===== src/rtl/way_lock_pkg.sv =====
package way_lock_pkg;

  localparam int NWAYS = 4;
  localparam int WAY_W = $clog2(NWAYS);
  localparam int AGE_W = NWAYS * (NWAYS - 1) / 2;
  localparam int CFG_W = 32;

  localparam int BIT_LE  = 16;
  localparam int BIT_LD3 = 9;
  localparam int BIT_LK3 = 8;
  localparam int BIT_LD2 = 1;
  localparam int BIT_LK2 = 0;

  localparam logic [CFG_W-1:0] CFG_MASK =
    (CFG_W'(1) << BIT_LE)  | (CFG_W'(1) << BIT_LD3) | (CFG_W'(1) << BIT_LK3) |
    (CFG_W'(1) << BIT_LD2) | (CFG_W'(1) << BIT_LK2);

  typedef struct packed {
    logic le;
    logic ld3;
    logic lk3;
    logic ld2;
    logic lk2;
  } lock_cfg_t;

  // Bit index of the pair (a,b), a < b, in the age vector.
  function automatic int pair_bit(input int a, input int b);
    return a * (2 * NWAYS - a - 1) / 2 + (b - a - 1);
  endfunction

  // True when way a was used less recently than way b.
  function automatic logic is_older(input logic [AGE_W-1:0] age,
                                    input int a, input int b);
    if (a < b) return ~age[pair_bit(a, b)];
    else       return age[pair_bit(b, a)];
  endfunction

  // Index of the lowest set bit; 0 when the mask is empty.
  function automatic logic [WAY_W-1:0] lowest_set(input logic [NWAYS-1:0] m);
    logic [WAY_W-1:0] idx;
    idx = '0;
    for (int i = NWAYS - 1; i >= 0; i--)
      if (m[i]) idx = WAY_W'(i);
    return idx;
  endfunction

endpackage


===== src/rtl/wl_cfg_reg.sv =====
module wl_cfg_reg
  import way_lock_pkg::*;
(
  input  logic             clk,
  input  logic             por_rst_n,
  input  logic             warm_rst_n,
  input  logic             we,
  input  logic [CFG_W-1:0] wdata,
  output logic [CFG_W-1:0] rdata,
  output lock_cfg_t        cfg,
  output logic             conflict
);
  logic [CFG_W-1:0] reg_q;
  logic             conflict_q;
  logic             both_loads_wr;

  assign both_loads_wr = wdata[BIT_LD3] & wdata[BIT_LD2];

  always_ff @(posedge clk or negedge por_rst_n) begin
    if (!por_rst_n) begin
      reg_q      <= '0;
      conflict_q <= 1'b0;
    end else begin
      if (we) reg_q <= wdata & CFG_MASK;
      if (!warm_rst_n)                conflict_q <= 1'b0;
      else if (we && both_loads_wr)   conflict_q <= 1'b1;
    end
  end

  assign rdata    = reg_q;
  assign conflict = conflict_q;
  assign cfg.le   = reg_q[BIT_LE];
  assign cfg.ld3  = reg_q[BIT_LD3];
  assign cfg.lk3  = reg_q[BIT_LK3];
  assign cfg.ld2  = reg_q[BIT_LD2];
  assign cfg.lk2  = reg_q[BIT_LK2];
endmodule


===== src/rtl/wl_elig.sv =====
module wl_elig
  import way_lock_pkg::*;
(
  input  lock_cfg_t        cfg,
  output logic [NWAYS-1:0] lock_mask
);
  always_comb begin
    lock_mask = '0;
    if (cfg.le) begin
      lock_mask[3] = cfg.lk3;
      lock_mask[2] = cfg.lk2;
    end
  end
endmodule


===== src/rtl/wl_pick.sv =====
module wl_pick
  import way_lock_pkg::*;
(
  input  logic [AGE_W-1:0] age,
  input  logic [NWAYS-1:0] valid,
  input  logic [NWAYS-1:0] elig,
  output logic [WAY_W-1:0] victim,
  output logic             took_invalid
);
  logic [NWAYS-1:0] inv_cand;
  logic [NWAYS-1:0] oldest;

  assign inv_cand = elig & ~valid;

  for (genvar w = 0; w < NWAYS; w++) begin : g_way
    logic lru_here;
    always_comb begin
      lru_here = elig[w];
      for (int v = 0; v < NWAYS; v++)
        if (v != w && elig[v] && !is_older(age, w, v)) lru_here = 1'b0;
    end
    assign oldest[w] = lru_here;
  end

  assign took_invalid = |inv_cand;

  always_comb begin
    if (took_invalid)  victim = lowest_set(inv_cand);
    else if (|oldest)  victim = lowest_set(oldest);
    else               victim = lowest_set(elig);
  end
endmodule


===== src/rtl/way_victim_sel.sv =====
module way_victim_sel
  import way_lock_pkg::*;
(
  input  logic        clk,
  input  logic        por_rst_n,
  input  logic        warm_rst_n,
  input  logic        cfg_we,
  input  logic [31:0] cfg_wdata,
  output logic [31:0] cfg_rdata,
  input  logic        acc_valid,
  input  logic        acc_hit,
  input  logic        acc_pref,
  input  logic [3:0]  set_valid,
  input  logic [5:0]  set_age,
  output logic        fill_en,
  output logic [1:0]  victim_way,
  output logic        load_conflict
);
  lock_cfg_t        cfg;
  logic [NWAYS-1:0] lock_mask;
  logic [NWAYS-1:0] elig;
  logic [WAY_W-1:0] plain_victim;
  logic             took_invalid;
  logic             steer_w3;
  logic             steer_w2;
  logic             miss;

  wl_cfg_reg u_cfg (
    .clk(clk), .por_rst_n(por_rst_n), .warm_rst_n(warm_rst_n),
    .we(cfg_we), .wdata(cfg_wdata), .rdata(cfg_rdata),
    .cfg(cfg), .conflict(load_conflict)
  );

  wl_elig u_elig (.cfg(cfg), .lock_mask(lock_mask));

  assign elig = ~lock_mask;

  wl_pick u_pick (
    .age(set_age), .valid(set_valid), .elig(elig),
    .victim(plain_victim), .took_invalid(took_invalid)
  );

  assign miss     = acc_valid & ~acc_hit;
  assign steer_w3 = cfg.le & acc_pref & cfg.ld3;
  assign steer_w2 = cfg.le & acc_pref & ~cfg.ld3 & cfg.ld2;

  assign fill_en = miss;

  always_comb begin
    if (steer_w3)      victim_way = 2'd3;
    else if (steer_w2) victim_way = 2'd2;
    else               victim_way = plain_victim;
  end
endmodule


===== config.mk =====
export PLATFORM = sky130hd
export DESIGN_NAME = way_victim_sel
export DESIGN_NICKNAME = d
export VERILOG_FILES = /design/src/rtl/way_lock_pkg.sv /design/src/rtl/wl_cfg_reg.sv /design/src/rtl/wl_elig.sv /design/src/rtl/wl_pick.sv /design/src/rtl/way_victim_sel.sv
export SDC_FILE = /design/constraint.sdc
export NUM_CORES = 1
export LEC_CHECK = 0
export BUFFER_PORTS_ARGS = -buffer_cell sky130_fd_sc_hd__buf_2
export CORE_MARGIN = 4
export CORE_UTILIZATION = 29
export DETAILED_ROUTE_END_ITERATION = 16
export PLACE_DENSITY = 0.81
export SLEW_MARGIN = 10
export SYNTH_ARGS = -nofsm -noshare
export SYNTH_HDL_FRONTEND = slang
export SYNTH_SLANG_ARGS = --single-unit

===== constraint.sdc =====
create_clock -name clk -period 1.4 [get_ports clk]
set_input_delay 0 -clock clk [delete_from_list [all_inputs] [get_ports clk]]
set_output_delay 0 -clock clk [all_outputs]
set_load 0.005 [all_outputs]

Word-level counts from Yosys, hierarchy flattened. Cells that the tools add are included.

Input bits: 49. Logic and storage cells: 66. Output and inout bits: 36. Flip-flop bits (word level): 6.

Bitwise logic cells: 11. Reductions and logical operators: 21. Multiplexer cells: 31. Eq/ne operators: 1.

Operators with widths (number): 2-bit 2-to-1 mux (17); 1-bit 2-to-1 mux (14); 1-bit logical AND (13); 4-bit inverter (2); 4-bit OR reduction (2); 1-bit AND (6); 1-bit zero test (6); 4-bit AND (1); 2-bit by 1-bit != test with 1-bit output, second input constant (1); 1-bit inverter (2).

Logic depth before layout (Yosys ltp).
Depth in word-level cells: 14. Gate-level depth with buffers: 5. Depth with buffers taken out: 4.

Hierarchy. A second synthesis with hierarchy kept.

Cell total of the unflattened synthesis: 87. Area, all modules: 754.5 um^2.

By module, submodules not included: wl_cfg_reg (area an instance 493.0 um^2, cells each 47, times used 1, sequential area each 150.1 um^2); wl_pick (area an instance 180.2 um^2, cells each 26, times used 1, sequential area each 0.0 um^2); way_victim_sel (area an instance 50.0 um^2, cells each 9, times used 1, sequential area each 0.0 um^2); wl_elig (area an instance 31.3 um^2, cells each 5, times used 1, sequential area each 0.0 um^2).

Worst setup path before layout. Ideal clock, no wire load.

Kind: register -> output. From: register u_cfg.reg_q[16] (netlist: u_cfg.rdata[16]). To: output port victim_way[0]. Arrival time: 1165 ps. Buffers on the path: 1. Stages on the path, launching flop included: 6. Setup slack: 235 ps. Cell sequence: dfrtp_1 > buf_6 > a21boi_2 > mux2i_1 > nor2_1 > o31ai_1.

Cells in the longest elaborated chain, start to end: 13.

Ends and longest elaborated chain: start, declared (line wl_cfg_reg.sv:13) `logic [CFG_W-1:0] reg_q;`; start signal, assigned (line wl_cfg_reg.sv:24) `if (we) reg_q <= wdata & CFG_MASK;`; 2-bit 2-to-1 mux (line wl_elig.sv:9) `if (cfg.le) begin`; 4-bit inverter (line way_victim_sel.sv:36) `assign elig = ~lock_mask;`; 1-bit 2-to-1 mux (3 in series) (line wl_pick.sv:20) `if (v != w && elig[v] && !is_older(age, w, v)) lru_here = 1'b0;`; 2-bit 2-to-1 mux (4 in series) (line way_lock_pkg.sv:43) `if (m[i]) idx = WAY_W'(i);`; 2-bit 2-to-1 mux (line wl_pick.sv:29) `else if (|oldest) victim = lowest_set(oldest);`; 2-bit 2-to-1 mux (line wl_pick.sv:28) `if (took_invalid) victim = lowest_set(inv_cand);`; 2-bit 2-to-1 mux (line way_victim_sel.sv:51) `else if (steer_w2) victim_way = 2'd2;`; 2-bit 2-to-1 mux (*) (line way_victim_sel.sv:50) `if (steer_w3) victim_way = 2'd3;`; end, declared (line way_victim_sel.sv:16) `output logic [1:0] victim_way,`.

Mark *: on every way between the ends. The rest lies on a longest branch, timed or not.

Worst setup path in the final report. Same ends and word-level chain as after synthesis.

==> flow_summary.ini <==
[synthesis]
ys_seq_elements = 6
synth_top_area_cell = buf_4
ys_types = 25
synth_area_sq_um = 594
synth_area_leaders = buf_4, dfrtp_1, mux2_2
synth_top_cell_area_share_pct = 34.1
syn_inst = 66
avgSynthCellArea_sq_um = 9.00
ys_seq_area_share_pct = 25.3
ys_warn_count = 0

[route]
wl_met2_um = 723
drtAntennaViolNets = 0
drtIter0Drc = 5
drc = 0
drt-vias-per-instance = 4.08
routed.top_layer = met4
wl_met1_um = 403
firstDrtPassIters = 4
routed_wl_um = 1420
dr_wl_met3_um = 245
vias = 534
drt-wirelength-per-cell_um = 10.8

[grt]
grt_pass1_vias = 554
grt_start_max_net_pins = 7
grt.overflow.total = 0
antenna_found_initial = 0
grt_pass1_wl_um = 2230
grt_use_total_pct = 11.3

[power]
p_leak_uw = 0.000422
p_per_area_nw_per_um2 = 720
ir_worst_vdd_mv = 0.515

[cts]
clk_latency_ns = 0.25
cts_made_buffers = 3
cts_setup_buffers = 0
cts_tree = yes
path_clk_slew_ns = 0.04
root_buffer = clkbuf_4
cts_num_sinks = 6
h-tree-depth = 1
clockBufferDepth = 2

[worst_hold_path]
hold_class = in2reg

[placed_design]
io_buffers = 30
hpwlAfterDp_um = 1140
dp_cells = 121
post_dp_cell_area_sq_um = 666
gp_congestion = 0.719

[finish]
post-route-cell-area_sq_um = 777
num_antenna_cells = 0
fillers = 193
drive_above_1_share_pct = 43.3
area_growth_syn_to_layout_pct = 30.7
final_cells = 131
finalNetCount = 155
multi_input_area_sq_um = 337
register_area_sq_um = 153
final_util_pct = 39.6

[critical_path]
cp-end-kind = primary output
cp-start-kind = flip-flop
crit_arrival_ns = 1.50
crit_path_max_fanout = 6
required_ns = 1.40
critical_path_class = reg2out

[timing]
setup_slack_ns = -0.0997
skew_ns = 0
slew_viol_final = 0
hold_ws_ns = 0.0981
setup_viol = 2
hold_viol = 0
timing.final.crit_share_pct = 107
rsz0062_at_grt = yes
finalSetupTns_ns = -0.158
clock.fmax_ghz = 0.667
fin_crit_ns = 1.50

[floorplan]
io_pins = 85
dieHeight_um = 53.3
core_sq_um = 1960
die-width_um = 53.3
fp-row-count = 16
start_util_pct = 30.3
dieArea_sq_um = 2840

[flow_run]
drv_cap = 0

[run_status]
violations = setup timing
status = complete, but fails checks
## Yosys cell counts (all sizes together)
cell	n
clkbuf	1
nand3	1
o311a	1
nor2b	3
o211ai	2
a21boi	1
and2	1
nor2	1
dfrtp	6
o21ai	2
inv	1
o31ai	1
nand2	2
mux2i	2
nand4	1
a21o	1
and3	1
mux2	5
a21oi	2
buf	28
a31oi	2
conb	1
## path summary, 6_finish.rpt
kind	startpoint	endpoint	slack (ns)	depth (start not counted)
setup / recovery	u_cfg.rdata[16]$_DFFE_PN0P_	victim_way[0]	-0.1	5
hold / removal	cfg_we	u_cfg.rdata[8]$_DFFE_PN0P_	0.1	2
setup reg to reg	u_cfg.rdata[16]$_DFFE_PN0P_	u_cfg.rdata[16]$_DFFE_PN0P_	0.40	2
hold reg to reg	u_cfg.conflict$_DFFE_PN0P_	u_cfg.conflict$_DFFE_PN0P_	0.52	2
max in group asynchronous	por_rst_n	u_cfg.rdata[16]$_DFFE_PN0P_	1.14	2
min in group asynchronous	por_rst_n	u_cfg.rdata[1]$_DFFE_PN0P_	0.11	2
## critical path, stage by stage (launching register included)
cell	delay [ns]
dfrtp_2	0.46
a21boi_4	0.19
mux2i_1	0.21
nor2_1	0.06
o31ai_1	0.17
buf_2	0.15
## cell usage in the layout, fill, tap and decap left out, drive strengths merged
cell         count
conb            27
a31oi            2
o31ai            1
and2             1
o311a            1
a21o             1
buf             31
dlygate4sd3      7
and3             1
mux2i            2
o21ai            2
clkbuf           3
nor2b            3
dfrtp            6
nor2             1
a21oi            2
nand2            2
mux2             5
a21boi           1
inv              1
nand3            1
nand4            1
o211ai           2
## flip-flops by register name (all words and copies together), names as in the netlist
| name | cells |
|---|---|
| u_cfg.rdata | 5 |
| u_cfg.conflict | 1 |
## report_power, final
part	switching (uW)	total, uW	internal, uW
registers	22.9	214	191
logic	83.9	183	99.0
clock network	65.5	163	97.1
## final cells by class
type	instances	area share [%]
clock buffers	3	2.90
multi-input cells	56	43.3
well taps	27	4.35
inverters	1	0.483
flip-flops and latches	6	19.6
repair buffers	38	29.3
## stage by stage
step	setup slack, ns	total power [uW]
floorplan	0.235	354
global placement	0.166	363
detailed placement	0.124	370
CTS	-0.116	560
global route	-0.162	603
finish	-0.0997	560
## cell families after synthesis
kind of cell / after synthesis / synth area share [%]
buf+inv: 30 / 37.3
compound gates: 12 / 14.1
simple gates: 10 / 9.90
mux: 7 / 12.8
flops: 6 / 25.3
other cells: 1 / 0.631
## routing by layer
metal | global-route usage (%) | vias to the layer above
li1 | - | 248
met1 | 8.70 | 234
met2 | 20.4 | 47
met3 | 5.35 | 5
met4 | 9.79 | 0
met5 | 0 | -
## repair_timing
item / 4_1_cts / 5_1_grt
hold buffers: 7 / 0
resized for setup: 2 / 3
pin swaps: 3 / 3
setup endpoints to repair: 2 / 2
gates cloned: 0 / 0
hold endpoints to repair: 12 / 0
(Power assumes the default switching activity.)
